==> src/rtl/asg_pkg.sv <==
package asg_pkg;

    localparam int RATIO_W = 8;
    localparam int FRAME_W = 9;
    localparam logic [2:0] FLEN_MAX = 3'd4;

    typedef enum logic [1:0] {
        FMT_I2S   = 2'd0,
        FMT_LEFT  = 2'd1,
        FMT_RIGHT = 2'd2,
        FMT_DSP   = 2'd3
    } fmt_e;

    // Field order matches control bits 15:2.
    typedef struct packed {
        logic       master;
        logic       binv;
        logic       finv;
        logic [3:0] div;
        logic [2:0] flen;
        logic [1:0] wsz;
        logic [1:0] fmt;
    } cfg_t;

    function automatic logic [RATIO_W-1:0] ratio_of(input logic [3:0] code);
        case (code)
            4'd0:    return RATIO_W'(1);
            4'd1:    return RATIO_W'(2);
            4'd2:    return RATIO_W'(4);
            4'd3:    return RATIO_W'(6);
            4'd4:    return RATIO_W'(8);
            4'd5:    return RATIO_W'(12);
            4'd6:    return RATIO_W'(16);
            4'd7:    return RATIO_W'(24);
            4'd8:    return RATIO_W'(32);
            4'd9:    return RATIO_W'(48);
            4'd10:   return RATIO_W'(64);
            4'd11:   return RATIO_W'(96);
            4'd12:   return RATIO_W'(128);
            4'd13:   return RATIO_W'(192);
            default: return '0;
        endcase
    endfunction

endpackage

==> src/rtl/asg_bitclk.sv <==
module asg_bitclk #(
    parameter int DIV_W = 8
) (
    input  logic             clk,
    input  logic             rst_n,
    input  logic             run,
    input  logic             clr,
    input  logic [DIV_W-1:0] ratio,
    output logic             tick,
    output logic             last,
    output logic             lvl
);
    typedef struct packed {
        logic [DIV_W-1:0] cnt;
        logic             lvl;
    } bc_st_t;

    bc_st_t st_d, st_q;
    logic [DIV_W-1:0] half;

    assign half = ratio >> 1;
    assign tick = run && (st_q.cnt == '0);
    assign last = run && (st_q.cnt == ratio - 1'b1);
    assign lvl  = st_q.lvl;

    always_comb begin
        st_d = st_q;
        if (!run || clr || last) begin
            st_d.cnt = '0;
        end else begin
            st_d.cnt = st_q.cnt + 1'b1;
        end
        st_d.lvl = (run && !clr) ? (st_d.cnt >= half) : 1'b0;
    end

    always_ff @(posedge clk or negedge rst_n) begin
        if (!rst_n) st_q <= '0;
        else        st_q <= st_d;
    end
endmodule

==> src/rtl/asg_framer.sv <==
module asg_framer #(
    parameter int FRM_W = 9
) (
    input  logic       clk,
    input  logic       rst_n,
    input  logic       run,
    input  logic       clr,
    input  logic       tick,
    input  logic       last,
    input  logic [2:0] flen,
    input  logic       i2s,
    output logic       lvl,
    output logic       frame_stb,
    output logic       chan_stb
);
    typedef struct packed {
        logic [FRM_W-1:0] bitn;
        logic             lvl;
    } fr_st_t;

    fr_st_t st_d, st_q;
    logic [FRM_W-1:0] nbits, half, offs;

    assign nbits = FRM_W'(16) << flen;
    assign half  = nbits >> 1;
    assign offs  = FRM_W'(i2s);

    assign lvl       = st_q.lvl;
    assign frame_stb = tick && (st_q.bitn == offs);
    assign chan_stb  = tick && (st_q.bitn == half + offs);

    always_comb begin
        st_d = st_q;
        if (!run || clr) begin
            st_d.bitn = '0;
        end else if (last) begin
            st_d.bitn = (st_q.bitn == nbits - 1'b1) ? '0 : st_q.bitn + 1'b1;
        end
        st_d.lvl = (run && !clr) ? (st_d.bitn >= half) : 1'b0;
    end

    always_ff @(posedge clk or negedge rst_n) begin
        if (!rst_n) st_q <= '0;
        else        st_q <= st_d;
    end
endmodule

==> src/rtl/asg_slave_rx.sv <==
module asg_slave_rx (
    input  logic clk,
    input  logic rst_n,
    input  logic ext_b,
    input  logic ext_f,
    input  logic binv,
    input  logic finv,
    input  logic i2s,
    output logic tick,
    output logic frame_stb,
    output logic chan_stb
);
    typedef struct packed {
        logic [1:0] bsync;
        logic [1:0] fsync;
        logic       bprev;
        logic       fref;
        logic       pend_f;
        logic       pend_c;
    } sl_st_t;

    sl_st_t st_d, st_q;
    logic b_s, f_s, chg;

    assign b_s  = st_q.bsync[1] ^ binv;
    assign f_s  = st_q.fsync[1] ^ finv;
    assign tick = st_q.bprev && !b_s;
    assign chg  = tick && (f_s != st_q.fref);

    assign frame_stb = i2s ? (tick && st_q.pend_f) : (chg && !f_s);
    assign chan_stb  = i2s ? (tick && st_q.pend_c) : (chg && f_s);

    always_comb begin
        st_d       = st_q;
        st_d.bsync = {st_q.bsync[0], ext_b};
        st_d.fsync = {st_q.fsync[0], ext_f};
        st_d.bprev = b_s;
        if (tick) begin
            st_d.fref   = f_s;
            st_d.pend_f = i2s && chg && !f_s;
            st_d.pend_c = i2s && chg && f_s;
        end
    end

    always_ff @(posedge clk or negedge rst_n) begin
        if (!rst_n) st_q <= '0;
        else        st_q <= st_d;
    end
endmodule

==> src/rtl/aud_sclk_gen.sv <==
module aud_sclk_gen
    import asg_pkg::*;
(
    input  logic        clk,
    input  logic        rst_n,
    input  logic [15:2] ctrl,
    input  logic        ext_bclk,
    input  logic        ext_fclk,
    output logic        clk_oe,
    output logic        bclk_o,
    output logic        fclk_o,
    output logic        bit_stb,
    output logic        frame_stb,
    output logic        chan_stb,
    output logic        word16_o,
    output logic [1:0]  fmt_o
);
    localparam int DIV_W = RATIO_W;
    localparam int FRM_W = FRAME_W;

    cfg_t cfg_d, cfg_q;
    logic [DIV_W-1:0] ratio;
    logic run, clr, i2s;
    logic m_tick, m_last, b_lvl, f_lvl, m_fs, m_cs;
    logic s_tick, s_fs, s_cs;
    logic b_raw, f_raw;

    always_comb begin
        cfg_d = cfg_t'(ctrl);
    end

    always_ff @(posedge clk or negedge rst_n) begin
        if (!rst_n) cfg_q <= '0;
        else        cfg_q <= cfg_d;
    end

    assign ratio = ratio_of(cfg_q.div);
    assign run   = cfg_q.master && (ratio != '0) && (cfg_q.flen <= FLEN_MAX);
    assign clr   = (cfg_d.div != cfg_q.div) || (cfg_d.flen != cfg_q.flen);
    assign i2s   = (cfg_q.fmt == FMT_I2S);

    asg_bitclk #(.DIV_W(DIV_W)) u_bitclk (
        .clk(clk), .rst_n(rst_n), .run(run), .clr(clr), .ratio(ratio),
        .tick(m_tick), .last(m_last), .lvl(b_lvl)
    );

    asg_framer #(.FRM_W(FRM_W)) u_framer (
        .clk(clk), .rst_n(rst_n), .run(run), .clr(clr), .tick(m_tick),
        .last(m_last), .flen(cfg_q.flen), .i2s(i2s), .lvl(f_lvl),
        .frame_stb(m_fs), .chan_stb(m_cs)
    );

    asg_slave_rx u_slave (
        .clk(clk), .rst_n(rst_n), .ext_b(ext_bclk), .ext_f(ext_fclk),
        .binv(cfg_q.binv), .finv(cfg_q.finv), .i2s(i2s),
        .tick(s_tick), .frame_stb(s_fs), .chan_stb(s_cs)
    );

    always_comb begin
        b_raw = 1'b0;
        if (run) b_raw = (ratio == DIV_W'(1)) ? clk : b_lvl;
        f_raw = run && f_lvl;
    end

    assign clk_oe    = cfg_q.master;
    assign bclk_o    = cfg_q.master && (b_raw ^ cfg_q.binv);
    assign fclk_o    = cfg_q.master && (f_raw ^ cfg_q.finv);
    assign bit_stb   = cfg_q.master ? m_tick : s_tick;
    assign frame_stb = cfg_q.master ? m_fs   : s_fs;
    assign chan_stb  = cfg_q.master ? m_cs   : s_cs;
    assign word16_o  = (cfg_q.wsz == 2'd1);
    assign fmt_o     = cfg_q.fmt;
endmodule

==> config.mk <==
export PLATFORM = sky130hd
export DESIGN_NAME = aud_sclk_gen
export DESIGN_NICKNAME = d
export VERILOG_FILES = /design/src/rtl/asg_pkg.sv /design/src/rtl/asg_bitclk.sv /design/src/rtl/asg_framer.sv /design/src/rtl/asg_slave_rx.sv /design/src/rtl/aud_sclk_gen.sv
export SDC_FILE = /design/constraint.sdc
export NUM_CORES = 1
export LEC_CHECK = 0
export BUFFER_PORTS_ARGS = -buffer_cell sky130_fd_sc_hd__buf_2
export CAP_MARGIN = 20
export CELL_PAD_IN_SITES_DETAIL_PLACEMENT = 0
export CELL_PAD_IN_SITES_GLOBAL_PLACEMENT = 2
export CORE_MARGIN = 1.5
export CORE_UTILIZATION = 38
export CTS_BUF_LIST = sky130_fd_sc_hd__clkbuf_2 sky130_fd_sc_hd__clkbuf_4 sky130_fd_sc_hd__clkbuf_8
export CTS_CLUSTER_SIZE = 16
export DETAILED_ROUTE_END_ITERATION = 8
export PLACE_DENSITY_LB_ADDON = 0.1
export SYNTH_ARGS = -nofsm -noshare
export SYNTH_HDL_FRONTEND = slang
export SYNTH_SLANG_ARGS = --single-unit
==> constraint.sdc <==
create_clock -name clk -period 5.5 [get_ports clk]
set_input_delay 0.825 -clock clk [delete_from_list [all_inputs] [get_ports clk]]
set_output_delay 0.825 -clock clk [all_outputs]
set_load 0.01 [all_outputs]
==> results.cfg <==
[synth]
avgSynthCellArea_um2 = 9.100
ys_types = 53
synth_nets = 348
synth_edf_count = 0
yosys_most_used_dff = dfrtp_1
synth_area_um2 = 2830
yosys_warnings = 0
syn_inst = 311
ys_seq_elements = 41
ys_seq_area_share_pct = 36.25
async_reset_ff_share_pct = 100.0

[die]
dieArea_um2 = 7974
core-area_um2 = 7214
start_util_pct = 39.23
die_w_um = 89.30
row_count = 31
die_y_um = 89.30
io_pins = 27

[placed_design]
dp_hpwl_um = 4868
preCtsSetupSlack_ns = 0.7870
numPortBuffers = 26
gp_congestion = 0.8229

[sta]
setup_slack_ns = 0.7794
period_share_pct = 85.83
finalHoldViolCount = 0
finalCriticalPeriod_ns = 4.721
fin_worst_skew_ns = 0.008871
setup_viol = 0
final.setup.tns_ns = 0
worst_pin_slew_ns = 0.9522
drv_slew = 0
rsz0062_at_grt = no
max_freq_ghz = 0.2118
slew_headroom_pct = 36.52

[routing]
first_iter_violations = 40
antenna_left = 0
routedWlPerCell_um = 15.51
drt_first_pass_iters = 5
vias = 2228
wirelength_um = 6640
drc = 0
via_per_inst = 5.206

[global_routing]
top_usage_layer = met2
grt_use_met1_pct = 23.36
grt_pass1_vias = 2144
overflow = 0
grt_pass1_wl_um = 10660
grt_antenna_before_repair = 0
grt_usage_pct = 18.03
grt.met3_usage_pct = 3.693
grt_use_met2_pct = 29.87
grt_max_degree = 42

[layout]
final_core_util_pct = 43.03
nFillCells = 778
final_common_cell = dfrtp_1
drive_above_1_share_pct = 15.81
num_antenna_cells = 0
layout_common_cells = dfrtp_1 (41), nor2_1 (28), buf_2 (26)
syn_to_final_growth_pct = 9.682
fin_nets = 365

[worst_setup_path]
critPathKind = register to register
cp-end-kind = register
slowest_stage = nor4_1
path_cells = nor4_1 > inv_1 > ha_1 > xnor2_1 > nor4b_1 > o31ai_1 > a22oi_4 > nand2_4 > or4b_1 > a21oi_1 > ha_1 > o21a_1 > o21a_1 > o21ai_0 > nand2b_1 > a21oi_1 > a31oi_1
crit_path_max_fanout = 18
start_kind = register
critical_path.top_delay_family = simple AND/OR/NAND/NOR gates
required_ns = 5.78
path_buf_inv = 1
critPathMaxStageDelay_ns = 0.59
critPathArrivalTime_ns = 5.00

[hold_path]
hold_path.class = register to register

[clock_network]
clk_pin_slew_ns = 0.09
clkLatencyLatePin_ns = 0.40
postCtsHoldBufs = 0
post-cts-setup-buffer-count = 0
cts_tree = built
cts_resized = 0

[power]
max-vdd-ir-drop_v = 0.0001219
leakage_nw = 1.343
fin_total_pwr_mw = 0.6756
powerDensity_nw_per_um2 = 217.6

[flow_run]
maxCapViolCount = 0

[run_status]
status = completed
-- power breakdown --
part           total (mW)  switching [mW]  internal, mW
registers           0.327          0.0148         0.312
clock network       0.263           0.126         0.137
logic              0.0858          0.0473        0.0385
-- cell families after synthesis --
kind of cell | after synthesis | synth area share (%)
AO/OA/AOI/OAI | 65 | 15.16
adder cells (fa/ha/maj) | 19 | 8.400
multiplexers | 6 | 2.431
XOR/XNOR | 26 | 8.046
buffers and inverters | 33 | 6.189
AND/OR/NAND/NOR | 121 | 23.52
flip-flops | 41 | 36.25
-- Yosys cell counts (11+ instances only) --
master     n  area [um^2]
xor2_1    13        113.9
xnor2_1   13        113.9
dfrtp_1   41         1026
a21oi_1   19        95.09
inv_1     11        41.29
nand3_1   12        60.06
o21ai_0   17        85.08
nand2_1   22        82.58
ha_1      19        237.7
nor2_1    28        105.1
clkbuf_1  11        41.29
-- layer usage --
metal / vias up / share of wire (%)
met3: 6 / 2.7
met4: 0 / 1.3
met2: 28 / 49
met5: - / 0
li1: 1137 / -
met1: 1057 / 46
-- state kept, by name (all words and copies together) (netlist names) --
register,count
fmt_o,2
clk_oe,1
u_bitclk.st_q,8
u_slave.st_d,2
u_framer.st_q,9
cfg_q,11
u_framer.lvl,1
u_bitclk.lvl,1
u_slave.st_q,6
-- path summary, 6_finish.rpt --
check                                     start         endpoint  slack, ns  cells after the start
worst min register to register  u_slave.st_d[7]  u_slave.st_q[7]       0.35                      0
worst max register to register         cfg_q[8]     u_framer.lvl       0.78                     17
min in group asynchronous                 rst_n         fmt_o[1]       0.56                      1
worst max-delay path                   cfg_q[8]     u_framer.lvl       0.78                     17
max in group asynchronous                 rst_n         cfg_q[5]       4.34                      1
worst min-delay path            u_slave.st_d[7]  u_slave.st_q[7]       0.35                      0
-- cell type report --
cell class | instances | area [um^2] | share of cell area, %
inverter | 11 | 41.29 | 1.330
timing repair buffer | 28 | 147.6 | 4.756
clock buffer | 9 | 115.1 | 3.708
multi-input combinational | 237 | 1629 | 52.48
clock inverter | 3 | 21.27 | 0.6852
tap | 99 | 123.9 | 3.990
sequential | 41 | 1026 | 33.05
-- metrics by stage --
| stage | area [um^2] | hold slack (ns) | std cells |
|---|---|---|---|
| 2_1_floorplan | 2830 | 0.3312 | 311 |
| 3_3_place_gp | 2973 | 0.3354 | 417 |
| 3_5_place_dp | 2973 | 0.3347 | 417 |
| 4_1_cts | 3104 | 0.3560 | 428 |
| 5_1_grt | 3104 | 0.3678 | 428 |
| 6_report | 3104 | 0.3532 | 428 |
Power figures use the tool's default switching activity.
